[src/rtl/irqa_pkg.sv]
// Package: shared register offsets and the per-thread status record.
// Assumes a 12-bit byte address bus; offsets are fixed by the host driver.
package irqa_pkg;
    localparam int ADDR_W    = 12;
    localparam int DATA_W    = 32;
    localparam int ERR_IDX_W = 4;

    localparam logic [ADDR_W-1:0] OFS_THR_SEL  = 12'h010;
    localparam logic [ADDR_W-1:0] OFS_THR_REC  = 12'h014;
    localparam logic [ADDR_W-1:0] OFS_SRC_STAT = 12'h110;
    localparam logic [ADDR_W-1:0] OFS_ENABLE   = 12'h114;
    localparam logic [ADDR_W-1:0] OFS_CMP_STAT = 12'h138;

    localparam int MASTER_EN_BIT = 31;

    // Record captured when a command finishes: bit0 done, [4:1] index, bit5 fail.
    typedef struct packed {
        logic                 fail;
        logic [ERR_IDX_W-1:0] err_idx;
        logic                 done;
    } thr_rec_t;

    localparam int REC_W = $bits(thr_rec_t);
endpackage

[src/rtl/irqa_src_bank.sv]
// Module: per-source sticky status with independent enable bits.
// Status latches events regardless of enable; write-one clears; set beats clear.
// Assumes event pulses are already synchronous to clk.
module irqa_src_bank #(
    parameter int NUM_SRC = 8
) (
    input  logic               clk,
    input  logic               rst_n,
    input  logic [NUM_SRC-1:0] evt,
    input  logic               clr_we,
    input  logic [NUM_SRC-1:0] clr_mask,
    input  logic               en_we,
    input  logic [NUM_SRC-1:0] en_wdata,
    output logic [NUM_SRC-1:0] stat,
    output logic [NUM_SRC-1:0] en,
    output logic               pend
);
    logic [NUM_SRC-1:0] stat_q;
    logic [NUM_SRC-1:0] en_q;

    for (genvar i = 0; i < NUM_SRC; i++) begin : g_bit
        // Sticky status bit: event set has priority over software clear.
        always_ff @(posedge clk) begin
            if (!rst_n)
                stat_q[i] <= 1'b0;
            else if (evt[i])
                stat_q[i] <= 1'b1;
            else if (clr_we && clr_mask[i])
                stat_q[i] <= 1'b0;
        end

        // Per-source enable bit, written as a whole with the enable register.
        always_ff @(posedge clk) begin
            if (!rst_n)
                en_q[i] <= 1'b0;
            else if (en_we)
                en_q[i] <= en_wdata[i];
        end
    end

    assign stat = stat_q;
    assign en   = en_q;
    assign pend = |(stat_q & en_q);
endmodule

[src/rtl/irqa_thread_bank.sv]
// Module: per-thread completion flags and last-command status records.
// A flag sets only for commands that requested an interrupt; the record is
// captured on every completion. Set beats a same-cycle software clear.
module irqa_thread_bank #(
    parameter int NUM_THR = 8,
    localparam int THR_W  = (NUM_THR > 1) ? $clog2(NUM_THR) : 1
) (
    input  logic                 clk,
    input  logic                 rst_n,
    input  logic                 cmp_valid,
    input  logic [THR_W-1:0]     cmp_thread,
    input  logic                 cmp_irq_req,
    input  irqa_pkg::thr_rec_t   cmp_rec,
    input  logic                 clr_we,
    input  logic [NUM_THR-1:0]   clr_mask,
    input  logic [THR_W-1:0]     sel,
    output logic [NUM_THR-1:0]   flags,
    output irqa_pkg::thr_rec_t   sel_rec,
    output logic                 pend
);
    logic [NUM_THR-1:0]  flag_q;
    irqa_pkg::thr_rec_t  rec_q [NUM_THR];

    for (genvar t = 0; t < NUM_THR; t++) begin : g_thr
        logic hit;
        assign hit = cmp_valid && (cmp_thread == THR_W'(t));

        // Completion flag: requested completion sets, write-one clears.
        always_ff @(posedge clk) begin
            if (!rst_n)
                flag_q[t] <= 1'b0;
            else if (hit && cmp_irq_req)
                flag_q[t] <= 1'b1;
            else if (clr_we && clr_mask[t])
                flag_q[t] <= 1'b0;
        end

        // Status record: refreshed on every completion of this thread.
        always_ff @(posedge clk) begin
            if (!rst_n)
                rec_q[t] <= '0;
            else if (hit)
                rec_q[t] <= cmp_rec;
        end
    end

    // Pointer-selected record; out-of-range pointers read as zero.
    always_comb begin
        sel_rec = '0;
        for (int t = 0; t < NUM_THR; t++)
            if (sel == THR_W'(t))
                sel_rec = rec_q[t];
    end

    assign flags = flag_q;
    assign pend  = |flag_q;
endmodule

[src/rtl/irqa_regif.sv]
// Module: host register decode, master enable, thread pointer, read mux.
// Assumes single-cycle write strobes; reads are combinational from address.
module irqa_regif #(
    parameter int NUM_SRC = 8,
    parameter int NUM_THR = 8,
    localparam int THR_W  = (NUM_THR > 1) ? $clog2(NUM_THR) : 1
) (
    input  logic                         clk,
    input  logic                         rst_n,
    input  logic                         bus_wr,
    input  logic [irqa_pkg::ADDR_W-1:0]  bus_addr,
    input  logic [irqa_pkg::DATA_W-1:0]  bus_wdata,
    output logic [irqa_pkg::DATA_W-1:0]  bus_rdata,
    output logic                         src_clr_we,
    output logic                         en_we,
    output logic                         cmp_clr_we,
    output logic                         master_en,
    output logic [THR_W-1:0]             sel,
    input  logic [NUM_SRC-1:0]           src_stat,
    input  logic [NUM_SRC-1:0]           src_en,
    input  logic [NUM_THR-1:0]           cmp_flags,
    input  irqa_pkg::thr_rec_t           sel_rec
);
    import irqa_pkg::*;

    logic            sel_we;
    logic            master_q;
    logic [THR_W-1:0] sel_q;
    logic            unused_wdata;

    // Write strobe decode.
    always_comb begin
        sel_we     = bus_wr && (bus_addr == OFS_THR_SEL);
        en_we      = bus_wr && (bus_addr == OFS_ENABLE);
        src_clr_we = bus_wr && (bus_addr == OFS_SRC_STAT);
        cmp_clr_we = bus_wr && (bus_addr == OFS_CMP_STAT);
    end

    // Master enable bit of the enable register.
    always_ff @(posedge clk) begin
        if (!rst_n)
            master_q <= 1'b0;
        else if (en_we)
            master_q <= bus_wdata[MASTER_EN_BIT];
    end

    // Thread select pointer.
    always_ff @(posedge clk) begin
        if (!rst_n)
            sel_q <= '0;
        else if (sel_we)
            sel_q <= bus_wdata[THR_W-1:0];
    end

    // Read data mux; unmapped addresses read as zero.
    always_comb begin
        bus_rdata = '0;
        case (bus_addr)
            OFS_THR_SEL:  bus_rdata[THR_W-1:0]   = sel_q;
            OFS_THR_REC:  bus_rdata[REC_W-1:0]   = sel_rec;
            OFS_SRC_STAT: bus_rdata[NUM_SRC-1:0] = src_stat;
            OFS_ENABLE: begin
                bus_rdata[NUM_SRC-1:0]     = src_en;
                bus_rdata[MASTER_EN_BIT]   = master_q;
            end
            OFS_CMP_STAT: bus_rdata[NUM_THR-1:0] = cmp_flags;
            default:      bus_rdata = '0;
        endcase
    end

    assign unused_wdata = ^bus_wdata;
    assign master_en    = master_q;
    assign sel          = sel_q;
endmodule

[src/rtl/irq_aggregator.sv]
// Module: top of the interrupt aggregator.
// Combines source and thread flags under the master enable into a registered
// level interrupt. Assumes NUM_SRC <= 31 so sources do not overlap bit 31.
module irq_aggregator #(
    parameter int NUM_SRC = 8,
    parameter int NUM_THR = 8,
    localparam int THR_W  = (NUM_THR > 1) ? $clog2(NUM_THR) : 1
) (
    input  logic                         clk,
    input  logic                         rst_n,
    input  logic                         bus_wr,
    input  logic [irqa_pkg::ADDR_W-1:0]  bus_addr,
    input  logic [irqa_pkg::DATA_W-1:0]  bus_wdata,
    output logic [irqa_pkg::DATA_W-1:0]  bus_rdata,
    input  logic [NUM_SRC-1:0]           src_evt,
    input  logic                         cmp_valid,
    input  logic [THR_W-1:0]             cmp_thread,
    input  logic                         cmp_irq_req,
    input  logic                         cmp_fail,
    input  logic [irqa_pkg::ERR_IDX_W-1:0] cmp_err_idx,
    output logic                         irq_out
);
    import irqa_pkg::*;

    logic               src_clr_we, en_we, cmp_clr_we;
    logic               glob_en;
    logic [THR_W-1:0]   sel;
    logic [NUM_SRC-1:0] src_stat, src_en;
    logic [NUM_THR-1:0] cmp_flags;
    logic               src_pend, cmp_pend;
    thr_rec_t           sel_rec, cmp_rec;
    logic               irq_q;

    assign cmp_rec = '{fail: cmp_fail, err_idx: cmp_err_idx, done: 1'b1};

    irqa_regif #(.NUM_SRC(NUM_SRC), .NUM_THR(NUM_THR)) u_regif (
        .clk(clk), .rst_n(rst_n),
        .bus_wr(bus_wr), .bus_addr(bus_addr), .bus_wdata(bus_wdata),
        .bus_rdata(bus_rdata),
        .src_clr_we(src_clr_we), .en_we(en_we), .cmp_clr_we(cmp_clr_we),
        .master_en(glob_en), .sel(sel),
        .src_stat(src_stat), .src_en(src_en),
        .cmp_flags(cmp_flags), .sel_rec(sel_rec)
    );

    irqa_src_bank #(.NUM_SRC(NUM_SRC)) u_src (
        .clk(clk), .rst_n(rst_n),
        .evt(src_evt),
        .clr_we(src_clr_we), .clr_mask(bus_wdata[NUM_SRC-1:0]),
        .en_we(en_we), .en_wdata(bus_wdata[NUM_SRC-1:0]),
        .stat(src_stat), .en(src_en), .pend(src_pend)
    );

    irqa_thread_bank #(.NUM_THR(NUM_THR)) u_thr (
        .clk(clk), .rst_n(rst_n),
        .cmp_valid(cmp_valid), .cmp_thread(cmp_thread),
        .cmp_irq_req(cmp_irq_req), .cmp_rec(cmp_rec),
        .clr_we(cmp_clr_we), .clr_mask(bus_wdata[NUM_THR-1:0]),
        .sel(sel),
        .flags(cmp_flags), .sel_rec(sel_rec), .pend(cmp_pend)
    );

    // Registered interrupt level: master enable gates both flag groups.
    always_ff @(posedge clk) begin
        if (!rst_n)
            irq_q <= 1'b0;
        else
            irq_q <= glob_en && (src_pend || cmp_pend);
    end

    assign irq_out = irq_q;
endmodule

[config.mk]
export PLATFORM = sky130hd
export DESIGN_NAME = irq_aggregator
export DESIGN_NICKNAME = d
export VERILOG_FILES = /design/src/rtl/irqa_pkg.sv /design/src/rtl/irqa_src_bank.sv /design/src/rtl/irqa_thread_bank.sv /design/src/rtl/irqa_regif.sv /design/src/rtl/irq_aggregator.sv
export SDC_FILE = /design/constraint.sdc
export NUM_CORES = 1
export LEC_CHECK = 0
export BUFFER_PORTS_ARGS = -buffer_cell sky130_fd_sc_hd__buf_2
export CAP_MARGIN = 20
export CORE_ASPECT_RATIO = 0.8
export CORE_MARGIN = 8
export CORE_UTILIZATION = 49
export DETAILED_ROUTE_END_ITERATION = 6
export MAX_ROUTING_LAYER = met4
export PLACE_DENSITY_LB_ADDON = 0.1
export SETUP_SLACK_MARGIN = 0.15
export SYNTH_ARGS = -nofsm -noshare
export SYNTH_HDL_FRONTEND = slang
export SYNTH_SLANG_ARGS = --single-unit
[constraint.sdc]
create_clock -name clk -period 1.3 [get_ports clk]
set_input_delay 0.13 -clock clk [delete_from_list [all_inputs] [get_ports clk]]
set_output_delay 0.13 -clock clk [all_outputs]
set_load 0.01 [all_outputs]
* After elaboration in Yosys (flattened, before gate mapping)
Memories as Yosys holds them, arrays and structs flattened. Index checks and enable logic that the tools add are counted.
Storage, ports and cells: bits in registers 29, RAM bits 48, bits of input ports 65, output and inout bits 33, logic and storage cells 191, memories 1
Cells by class: equal/unequal tests 19, multiplexer cells 77, bitwise gates (word level) 9, reductions and logical operators 58
Memory list:
- u_thr.rec_q | words 8, width 6, rd ports 8, clocked after Yosys merged registers in 0, write ports 8, line irqa_thread_bank.sv:22 | irqa_pkg::thr_rec_t rec_q [NUM_THR];
Operators by type and width (number):
- 6-bit two-way mux | 16
- 1-bit two-way mux | 58
- 1-bit logical AND | 37
- 12-bit by 9-bit == test with 1-bit output (second input constant) | 3
- 2-bit nonzero test | 16
- 12-bit by 5-bit == test with 1-bit output (second input constant) | 2
- 3-bit == test (second input constant) | 8
- 8-bit OR reduction | 2
- 3-bit case mux with 5 select lines | 1
- 3-bit by 2-bit == test with 1-bit output (second input constant) | 4
- 3-bit case mux with 4 select lines | 1
- 8-bit bitwise AND | 1
- 1-bit bitwise OR | 8
- 3-bit by 1-bit == test with 1-bit output (second input constant) | 2
- 3-bit zero test | 2
- 2-bit case mux with 3 select lines | 1
- 1-bit logical OR | 1

* Longest topological paths before layout
Gate-level depths: netlist (run 1).
word-level depth 10, gate-level depth with buffers 7

* Modules after synthesis
A second synthesis (run 1) with hierarchy kept.
Second synthesis, totals: cells, all modules 379, area, all modules 4270.3 µm²
Modules (own cells, without submodules):
- irqa_thread_bank | instances 1, cells each 215, area each 2746.4 µm², sequential area each 1601.5 µm²
- irqa_regif | instances 1, cells each 106, area each 864.6 µm², sequential area each 80.1 µm²
- irqa_src_bank | instances 1, cells each 55, area each 625.6 µm², sequential area each 320.3 µm²
- irq_aggregator | instances 1, cells each 3, area each 33.8 µm², sequential area each 20.0 µm²

* Least setup slack after synthesis (run 1)
OpenSTA, ideal clock, no wires.
path type register to output, from reg u_regif.sel_q[1] (netlist: u_regif.sel[1]), to out bus_rdata[0] in the netlist's numbering, arrival 1322 ps, required time 1170 ps, slack -152 ps, cell stages (with the launch flop) 6, buffers on the path 1, cell sequence dfxtp_1 -> buf_2 -> mux4_2 -> nor2b_1 -> a211oi_1 -> a31o_1
Between the ends: cells in the longest elaborated chain, start to end 10
RTL lines:
- from (decl) | line irqa_regif.sv:28 | logic [THR_W-1:0] sel_q;
- from (signal assigned) | line irqa_regif.sv:52 | sel_q <= bus_wdata[THR_W-1:0];
- 3-bit zero test | line irqa_thread_bank.sv:51 | if (sel == THR_W'(t))
- 6-bit two-way mux (7 in series) | line irqa_thread_bank.sv:51
- 6-bit two-way mux (*) | line irqa_thread_bank.sv:51
- 3-bit case mux with 5 select lines (*) | line irqa_regif.sv:58 | case (bus_addr)
- to (decl) | line irq_aggregator.sv:14 | output logic [irqa_pkg::DATA_W-1:0] bus_rdata,
Every way passes the cells marked *; elsewhere a longest branch is shown, timed or not.

* Final worst setup path (run 1)
from reg u_regif.sel_q[0] (netlist: u_regif.sel[0]), to out bus_rdata[2] in the netlist's numbering
The elaborated chain is that of the path after synthesis.

==> results of run 1 <==
[routing by layer]
layer  GRT usage [%]  vias up  routed length, um
met5               -        -                  0
met4           4.617        0                127
met3           5.459       11                788
met2           29.61      119               5030
met1           27.43     1609               5431
li1                -     1554                  -
[final cells by class]
type                    count  area share, %
well taps                 108          2.522
inverters                   8         0.5604
flip-flops and latches     77          37.78
repair buffers            129          17.32
clock inverters             5          1.845
clock buffers              11          2.452
multi-input cells         262          37.52
[flip-flops by register name, indices dropped and copies added (netlist names)]
name	flops
u_thr.rec_q	48
irq_out	1
u_src.en	8
u_regif.master_en	1
u_thr.flags	8
u_regif.sel	3
u_src.stat	8
[Yosys cell counts, types with 4 or more instances]
master,number,share of area (%)
sky130_fd_sc_hd__nand2_1,23,2.1
sky130_fd_sc_hd__nand3b_1,4,0.74
sky130_fd_sc_hd__dfxtp_1,30,15
sky130_fd_sc_hd__a22oi_1,7,1.3
sky130_fd_sc_hd__clkbuf_1,6,0.55
sky130_fd_sc_hd__inv_1,8,0.74
sky130_fd_sc_hd__o21ai_0,17,2.1
sky130_fd_sc_hd__nor2b_1,16,2.5
sky130_fd_sc_hd__nor3_1,5,0.61
sky130_fd_sc_hd__a31oi_1,8,1.2
sky130_fd_sc_hd__edfxtp_1,47,35
sky130_fd_sc_hd__mux4_2,4,2.2
sky130_fd_sc_hd__a32o_1,10,2.5
sky130_fd_sc_hd__buf_2,6,0.74
sky130_fd_sc_hd__mux2_2,9,2.5
sky130_fd_sc_hd__mux2i_1,20,4.9
sky130_fd_sc_hd__and2_1,42,6.5
sky130_fd_sc_hd__nor2_1,13,1.2
sky130_fd_sc_hd__nand2b_1,8,1.2
sky130_fd_sc_hd__buf_4,27,5.0
sky130_fd_sc_hd__a22o_1,8,1.7
[report_power, final]
part / switching, mW / total [mW] / internal (mW) / leakage [nW]
clock network: 0.874 / 2.14 / 1.27 / 0.115
registers: 0.0580 / 2.77 / 2.71 / 0.703
logic: 0.305 / 0.571 / 0.266 / 1.44
total: 1.24 / 5.48 / 4.24 / 2.26
[how the worst max path moves through the flow]
| stage | depth (start not counted) | to | slack (ns) |
|---|---|---|---|
| floorplan | 5 | bus_rdata[2] | -0.12 |
| global placement | 6 | bus_rdata[4] | -0.27 |
| detailed placement | 6 | bus_rdata[4] | -0.29 |
| CTS | 6 | bus_rdata[3] | -0.61 |
| global route | 5 | bus_rdata[2] | -0.70 |
| finish | 5 | bus_rdata[2] | -0.62 |
[what timing repair did]
action | CTS | global route
resized for setup | 24 | 30
endpoints found under the setup margin | 10 | 14
hold endpoints to repair | 2 | 1
pin swaps | 12 | 24
gates cloned | 0 | 0
buffers inserted | 9 | 1
hold buffers | 2 | 1
[cells by family (layout without fill, tap and decap cells)]
kind of cell,count (synthesis),count (layout),synth area share (%)
AND/OR/NAND/NOR,131,131,19.33
other,1,23,0.09211
buffers and inverters,52,153,7.898
AO/OA/AOI/OAI,74,74,13.37
multiplexers,34,34,9.896
flip-flops,77,77,49.42
[worst register-to-register path, cell delays in order (launching register included)]
cell	delay, ns
sky130_fd_sc_hd__dfxtp_2	0.35
sky130_fd_sc_hd__nor4_4	0.27
sky130_fd_sc_hd__nand4_1	0.13
sky130_fd_sc_hd__o311a_1	0.29
[stage by stage]
step | setup TNS [ns] | std cells
CTS | -3.801 | 598
global placement | -5.093 | 571
global route | -4.499 | 600
detailed placement | -5.688 | 571
floorplan | -0.4119 | 391
finish | -3.854 | 600
==> key figures, run 1 <==
Status
  • Run status: complete, but fails checks
  • Violations in the final reports: negative setup slack

Run
  • Max-capacitance violation count: 0

Layout
  • Area of all placed cells without fillers: 5359 sq um
  • Fraction of layout instances using a drive strength above 1: 39.84%
  • Finished Core Util: 67.13%
  • Fill cell instance count of the final layout: 642
  • Area of combinational cells with multiple inputs: 2011 sq um
  • Most used cells in the layout excluding fill and tap cells: 66 x sky130_fd_sc_hd__buf_4, 47 x sky130_fd_sc_hd__edfxtp_1, 45 x sky130_fd_sc_hd__buf_2, 42 x sky130_fd_sc_hd__and2_1, 23 x sky130_fd_sc_hd__conb_1
  • Area delta synth->final: 31.62%
  • Storage cell area: 2024 sq um
  • Antenna cells: 0
  • Most common cell after layout, fill and taps aside: sky130_fd_sc_hd__buf_4
  • Number of nets at the end of the flow: about 550

Setup path
  • Critical register-to-register path startpoint: u_thr.flags[2]
  • Data required time of the worst path: between 1 and 1.5 ns
  • Slowest Stage Delay on Critical Path: 0.52 ns
  • Category of the worst setup path capture point: output pin
  • R2R Setup Slk: 0.16 ns
  • Arrival time worst endpoint: 1.79 ns
  • Launching element of the worst setup path: u_regif.sel[0]
  • Critical path, cell by cell: mux4_2 > nor2b_2 > a211oi_2 > a31o_1 > buf_2
  • Family with the most delay on the worst path: multiplexers
  • Maximum fanout encountered on the critical timing path: 5
  • CP startpoint kind: flop
  • Capturing point of the worst reg2reg path: irq_out
  • Worst setup path class: reg2out
  • R2R depth: 3
  • Slowest stage cell on the critical path: sky130_fd_sc_hd__mux4_2
  • Buffers and inverters on the worst path: 1

STA
  • Final setup skew: 0.004966 ns
  • Final worst-path cycle share: 147.9%
  • Least-Margin Pin Slew: 0.7212 ns
  • Final Hold Slack: around 0.020 ns
  • Count of final setup violators: 9
  • Highest attainable clock frequency: 520.2 MHz
  • Hold violation total from the final report: 0
  • RSZ-0062 raised after global routing: yes
  • Final worst setup slack: -0.6223 ns
  • Max-slew violation count: 0
  • Clock period minus worst slack: 1.922 ns
  • Worst relative slew slack: around half

Global routing
  • Overall global routing resource usage: about a fifth
  • Global-route wire length before repair: 17,920 um
  • Antenna violations before repair: 0
  • Total congestion overflow after global routing: 0
  • Maximum number of pins on one net before global-route repair: 33
  • Vias in the first global route: 3,318

Clock network
  • Clock edge transition at the registers on the reported setup and hold paths: about 0.080 ns
  • CTS sink count: a little under 80
  • Clock Tree Buf Depth: 2
  • Clock tree root buffer cell: sky130_fd_sc_hd__clkbuf_8
  • Number of H-tree levels: 3
  • TritonCTS clock tree: built
  • CTS buffer count: 9
  • Clock latency on the worst-skew pair: approximately 0.35 ns

Yosys
  • Sequential-to-total area share from yosys stat: approximately half
  • Mean area per synthesized cell: 11.03 sq um
  • Gate Count Post-Synth: 369
  • Async set or reset register ratio after synthesis: 0%
  • Yosys cell types: between 50 and 60
  • Post-Synthesis Cell Area: 4071 sq um
  • Flip-flop cell with the highest count after synthesis: sky130_fd_sc_hd__edfxtp_1
  • #FFs+latches synth: 77
  • Warnings, synthesis: 0
  • Number of enable flip-flop cells after synthesis: 47

Drt
  • Total vias in the final route: 3,293
  • Average detailed-routed wire length per instance: 18.97 um
  • Number of DRC violations after detailed-routing iteration 0: 202
  • Number of detailed-routing iterations run before antenna repair: 4
  • Count of antenna-violating nets left after detailed routing: 0
  • Wire length reported by the detailed router: between 10,000 and 15,000 um
  • DRC violation count after routing: 0
  • Via-to-Cell Ratio: 5.488

Power
  • Worst ir drop on vdd: 649.6 uV
  • Tot Pwr: 5.482 mW
  • Total power density per cell area: 1023 nW/um^2
  • LEAKAGE: about 2.3 nW

Floorplanning
  • Io pins: 98
  • # rows: 29
  • Die Outline Area: 11,500 sq um
  • Starting density of the core: 51.00%
  • Core region area: 7983 sq um
  • Die width: 117.9 um
  • Vert. Die Dim: 97.53 um

Hold path
  • HP Class: in2reg
  • Count of cells along the worst hold path: 3
  • Worst Hold Path EP: u_src.stat[3]
  • HP Start: src_evt[3]

Placement
  • Count of buffers from port buffering: 51
  • Final weighted congestion of routability-driven global placement: just under 0.9
  • HPWL after DPL: 8465 um
  • Area after DPL: about 4800 sq um
  • Setup WS pre-CTS: -0.2861 ns
Power figures use the tool's default switching activity.
==> run 2: changes to the inputs <==
- CORE_UTILIZATION: 49 -> 50
- CTS_BUF_LIST: default -> sky130_fd_sc_hd__clkbuf_8
==> run 2 against run 1 <==
The run still ends with negative setup slack left. Routed wire length grew 0.23%. First-iteration DRC count grew 23%. Clock-buffer cell count shrank 1. Sequential share of layout area grew 0.36 points. Cell count grew 0.33%. Clock skew grew 0.0038 ns. Maximum frequency grew 2.5%. Flip-flop and latch count is the same. Critical path type unchanged. Critical endpoint unchanged. Highest routed layer unchanged.
==> key figures, run 2 (synthesis gave the netlist of run 1 again) <==
Power
  • Worst ir drop on vdd: 764.0 uV
  • LEAKAGE: 2.268 nW
  • Total power density per cell area: 992.2 nW/um^2

STA
  • Max-slew violation count: 0
  • Final setup skew: between 0.008 and 0.009 ns
  • Count of final setup violators: 11
  • Setup TNS: -3.543 ns
  • Hold violation total from the final report: 0
  • Highest attainable clock frequency: 533.2 MHz
  • Least-Margin Pin Slew: 0.6821 ns
  • Final worst-path cycle share: 144.3%
  • Clock period minus worst slack: between 1.5 and 2 ns
  • Final worst setup slack: -0.5755 ns
  • RSZ-0062 raised after global routing: yes
  • Worst relative slew slack: 54.36%

Global routing
  • Global-route wire length before repair: 17,240 um
  • Total congestion overflow after global routing: 0
  • Vias in the first global route: 3,244
  • Antenna violations before repair: 0
  • Overall global routing resource usage: between 20% and 30%
  • Maximum number of pins on one net before global-route repair: 33

Drt
  • Number of detailed-routing iterations run before antenna repair: 5
  • DRC violation count after routing: 0
  • Via-to-Cell Ratio: between 5 and 6
  • Wire length reported by the detailed router: 11,410 um
  • Number of DRC violations after detailed-routing iteration 0: 249
  • Count of antenna-violating nets left after detailed routing: 0
  • Total vias in the final route: 3,363
  • Average detailed-routed wire length per instance: 18.95 um

Layout
  • Area delta synth->final: 30.85%
  • Area of all placed cells without fillers: 5328 sq um
  • Top reg by flops: u_thr.rec_q
  • Antenna cells: 0
  • Number of nets at the end of the flow: 555
  • Fill cell instance count of the final layout: 636
  • Most used cells in the layout excluding fill and tap cells: 70 x sky130_fd_sc_hd__buf_4, 47 x sky130_fd_sc_hd__edfxtp_1, 45 x sky130_fd_sc_hd__buf_2, 42 x sky130_fd_sc_hd__and2_1, 23 x sky130_fd_sc_hd__conb_1
  • Most common cell after layout, fill and taps aside: sky130_fd_sc_hd__buf_4
  • Storage cell area: 2032 sq um
  • Flip-flop count of the largest register, all copies and words added: 48
  • Fraction of layout instances using a drive strength above 1: 41.30%
  • Area of combinational cells with multiple inputs: between 1500 and 2000 sq um

Setup path
  • Worst setup path class: reg2out
  • Slowest stage cell on the critical path: sky130_fd_sc_hd__mux4_2
  • Maximum fanout encountered on the critical timing path: 4
  • Critical path, cell by cell: mux4_2 > nor2b_1 > a211oi_1 > a31o_1 > buf_2
  • Category of the worst setup path capture point: output pin
  • Family with the most delay on the worst path: multiplexers
  • Buffers and inverters on the worst path: 1
  • Data required time of the worst path: 1.17 ns
  • Slowest Stage Delay on Critical Path: 0.51 ns
  • CP startpoint kind: flop
  • Arrival time worst endpoint: roughly 1.8 ns

Clock network
  • Clock edge transition at the registers on the reported setup and hold paths: ~0.08 ns
  • CTS buffer count: 9
  • TritonCTS clock tree: built
  • CTS sink count: 77
  • Hold-fix buffers, CTS: 0
  • Clock tree root buffer cell: sky130_fd_sc_hd__clkbuf_8
  • Clock Tree Buf Depth: 2
  • Clock latency on the worst-skew pair: approximately 0.35 ns
  • Number of H-tree levels: 3

Status
  • Run status: complete, but fails checks
  • Violations in the final reports: negative setup slack

Floorplanning
  • Vert. Die Dim: 96.71 um
  • # rows: 29
  • Core region area: 7910 sq um
  • Starting density of the core: 51.47%
  • Die width: 116.9 um
  • Io pins: 98
  • Die Outline Area: 11,300 sq um

Placement
  • Area after DPL: about 4900 sq um
  • HPWL after DPL: about 8500 um
  • Count of buffers from port buffering: 51
  • Final weighted congestion of routability-driven global placement: 0.8459
  • Setup WS pre-CTS: -0.2509 ns

Run
  • Max-capacitance violation count: 0

Hold path
  • HP Class: in2reg
[run 2: worst paths after layout]
check | cells past startpoint | end | start | slack [ns]
setup / recovery | 5 | bus_rdata[2] | u_regif.sel[0] | -0.58
hold / removal | 2 | u_src.stat[5] | bus_wdata[5] | 0.01
setup reg to reg | 3 | irq_out | u_thr.flags[7] | 0.04
hold reg to reg | 1 | irq_out | u_regif.master_en | 0.50
[run 2: final cells by class]
| class | instances | share of cell area (%) |
|---|---|---|
| tap | 108 | 2.536 |
| clock buffer | 10 | 2.583 |
| sequential | 77 | 38.14 |
| clock inverter | 5 | 1.409 |
| timing repair buffer | 132 | 18.08 |
| multi-input combinational | 262 | 36.68 |
| inverter | 8 | 0.5636 |
[run 2: power breakdown]
part / total [mW] / leakage [nW] / switching, mW / internal (mW)
clock: 1.96 / 0.112 / 0.843 / 1.11
sequential: 2.77 / 0.705 / 0.0613 / 2.71
combinational: 0.559 / 1.45 / 0.295 / 0.264
[run 2: metal layers]
layer  part of all wire [%]  track usage [%]  up-vias
met5                      0                -        -
met4                   0.80            3.929        0
met3                    7.4            4.472       10
met2                     45            28.94      144
met1                     46            28.87     1654
li1                       -                -     1555
[run 2: through the flow]
| step | power [mW] | hold slack [ns] | instances | utilization [%] |
|---|---|---|---|---|
| floorplan | 3.087 | 0.2412 | 391 | - |
| global placement | 3.311 | 0.3645 | 578 | 61.37 |
| detailed placement | 3.328 | 0.3663 | 579 | 61.47 |
| CTS | 5.280 | 0.004010 | 601 | 66.48 |
| global route | 5.446 | 0.01212 | 602 | 67.35 |
| finish | 5.286 | 0.01253 | 602 | 67.35 |
[run 2: what timing repair did]
action                                  4_1_cts  5_1_grt
pin swaps                                    20       15
endpoints found under the setup margin       10       30
buffers inserted                              7        1
gates resized for setup                      38       16
==> run 3: changes to the inputs <==
--- a/config.mk
+++ b/config.mk
@@ -8,3 +8,3 @@
 export BUFFER_PORTS_ARGS = -buffer_cell sky130_fd_sc_hd__buf_2
-export CAP_MARGIN = 20
+export CAP_MARGIN = 0
 export CORE_ASPECT_RATIO = 0.8
==> constraint.sdc (replaced) <==
create_clock -name clk -period 1.3 [get_ports clk]
set_input_delay 0.065 -clock clk [delete_from_list [all_inputs] [get_ports clk]]
set_output_delay 0.065 -clock clk [all_outputs]
set_load 0.01 [all_outputs]
==> run 3 against run 2 <==
The run still ends with negative setup slack left. Critical endpoint is now bus_rdata[3]. Core utilization up 0.33 points. Clock-buffer cell count shrank 1. Flip-flop and latch count did not move. Clock skew shrank 0.0025 ns. Worst setup slack worse by 0.018 ns. Total power grew 4.0%. Highest routed layer unchanged.
==> key figures, run 3 (synthesis gave the netlist of run 1 again) <==
Floorplanning
  • Die width: 116.9 um
  • Starting density of the core: 51.47%
  • Core region area: just under 8000 sq um
  • Io pins: 98
  • Vert. Die Dim: a little under 100 um
  • # rows: 29
  • Die Outline Area: 11,300 sq um

Clock network
  • TritonCTS clock tree: built
  • Clock latency on the worst-skew pair: approximately 0.36 ns
  • Clock edge transition at the registers on the reported setup and hold paths: 0.08 ns
  • CTS sink count: 77
  • CTS buffer count: 9
  • Number of H-tree levels: 3
  • Clock tree root buffer cell: sky130_fd_sc_hd__clkbuf_8
  • Clock Tree Buf Depth: 2

STA
  • Clock period minus worst slack: 1.894 ns
  • Final worst setup slack: -0.5939 ns
  • Final setup skew: 0.006204 ns
  • Final worst-path cycle share: 145.7%
  • RSZ-0062 raised after global routing: yes
  • Worst relative slew slack: roughly 28%
  • Max-slew violation count: 0
  • Highest attainable clock frequency: 528.0 MHz
  • Hold violation total from the final report: 0
  • Count of final setup violators: 8
  • Least-Margin Pin Slew: 1.069 ns

Drt
  • Count of antenna-violating nets left after detailed routing: 0
  • DRC violation count after routing: 0
  • Via-to-Cell Ratio: 5.488
  • Number of DRC violations after detailed-routing iteration 0: 219
  • Total vias in the final route: 3,320
  • Average detailed-routed wire length per instance: 18.79 um
  • Wire length reported by the detailed router: 11,370 um
  • Number of detailed-routing iterations run before antenna repair: 5

Power
  • Total power density per cell area: a little over 1000 nW/um^2
  • LEAKAGE: 2.251 nW
  • Tot Pwr: 5.497 mW
  • Worst ir drop on vdd: between 700 and 800 uV

Placement
  • Final weighted congestion of routability-driven global placement: 0.8540
  • Count of buffers from port buffering: 51
  • Area after DPL: 4763 sq um
  • HPWL after DPL: 8252 um

Layout
  • Fill cell instance count of the final layout: 615
  • Fraction of layout instances using a drive strength above 1: 36.02%
  • Area delta synth->final: 31.50%
  • Antenna cells: 0
  • Top reg by flops: u_thr.rec_q
  • Most used cells in the layout excluding fill and tap cells: 57 x sky130_fd_sc_hd__buf_4, 47 x sky130_fd_sc_hd__buf_2, 47 x sky130_fd_sc_hd__edfxtp_1, 42 x sky130_fd_sc_hd__and2_1, 23 x sky130_fd_sc_hd__conb_1
  • Number of nets at the end of the flow: 557
  • Most common cell after layout, fill and taps aside: sky130_fd_sc_hd__buf_4
  • Area of combinational cells with multiple inputs: 1938 sq um
  • Storage cell area: 2024 sq um
  • Flip-flop count of the largest register, all copies and words added: 48
  • Area of all placed cells without fillers: 5354 sq um

Setup path
  • CP startpoint kind: flop
  • Worst setup path class: reg2out
  • Arrival time worst endpoint: between 1.5 and 2 ns
  • Category of the worst setup path capture point: output pin
  • Maximum fanout encountered on the critical timing path: 7
  • Data required time of the worst path: 1.24 ns

Global routing
  • Total congestion overflow after global routing: 0
  • Overall global routing resource usage: 21.10%
  • Vias in the first global route: between 3,000 and 4,000
  • Global-route wire length before repair: 17,710 um
  • Antenna violations before repair: 0
  • Maximum number of pins on one net before global-route repair: 43

Status
  • Run status: complete, but fails checks
  • Violations in the final reports: negative setup slack

Run
  • Max-capacitance violation count: 0

Hold path
  • HP Class: in2reg
run 3: cell count changes in the layout (fill, tap and decap cells not counted), moves of 5 or more:
cell                            delta
sky130_fd_sc_hd__o21ai_1           -5
sky130_fd_sc_hd__buf_4            -13
sky130_fd_sc_hd__dlygate4sd3_1    +17
sky130_fd_sc_hd__nand2_2           -8
sky130_fd_sc_hd__nand2_1           +8
sky130_fd_sc_hd__o21ai_0           +5
run 3: area by class of cell:
cell class | instances | area share [%]
clock inverters | 7 | 2.127
well taps | 108 | 2.524
flip-flops and latches | 77 | 37.81
repair buffers | 134 | 18.46
inverters | 8 | 0.5609
multi-input cells | 262 | 36.20
clock buffers | 9 | 2.314
run 3: stage by stage:
stage | util [%] | std cells | TNS, ns | hold WS (ns) | setup slack [ns]
2_1_floorplan | - | 391 | -0.08024 | 0.1660 | -0.05249
5_1_grt | 67.68 | 605 | -3.843 | 0.05330 | -0.6481
6_report | 67.68 | 605 | -3.292 | 0.05135 | -0.5939
3_3_place_gp | 60.22 | 568 | -7.307 | 0.2895 | -0.2469
3_5_place_dp | 60.22 | 568 | -9.688 | 0.2917 | -0.2618
4_1_cts | 67.26 | 605 | -3.446 | 0.03794 | -0.5985
run 3: path summary, 6_finish.rpt:
| check | from | to | slack [ns] | cells after the start |
|---|---|---|---|---|
| setup / recovery | u_regif.sel[0] | bus_rdata[3] | -0.59 | 6 |
| hold / removal | bus_wr | u_regif.sel[1] | 0.05 | 3 |
| setup reg to reg | u_src.en[7] | irq_out | 0.14 | 4 |
| hold reg to reg | u_regif.master_en | irq_out | 0.50 | 1 |
run 3: timing repair:
action,4_1_cts,5_1_grt
resized for setup,31,8
endpoints found under the setup margin,20,25
pin swaps,12,5
hold endpoints to repair,12,0
hold buffers,17,0
buffers inserted,4,0
run 3: routing by layer:
layer,up-vias,part of all wire [%],track usage [%]
met4,0,1.5,5.403
li1,1565,-,-
met3,13,8.6,5.466
met2,124,44,30.48
met1,1618,46,28.70
met5,-,0,-
run 3: critical path: stages (launching register included):
cell and delay, ns:
sky130_fd_sc_hd__dfxtp_4 0.41, sky130_fd_sc_hd__buf_6 0.15, sky130_fd_sc_hd__mux2_4 0.30, sky130_fd_sc_hd__o22ai_1 0.20, sky130_fd_sc_hd__o21ai_1 0.13, sky130_fd_sc_hd__o2bb2ai_2 0.14, sky130_fd_sc_hd__buf_2 0.14
run 3: report_power, final:
group | switching (mW) | total [mW] | internal [mW]
logic | 0.291 | 0.560 | 0.269
registers | 0.0584 | 2.77 | 2.71
clock network | 0.901 | 2.17 | 1.27
total | 1.25 | 5.50 | 4.25
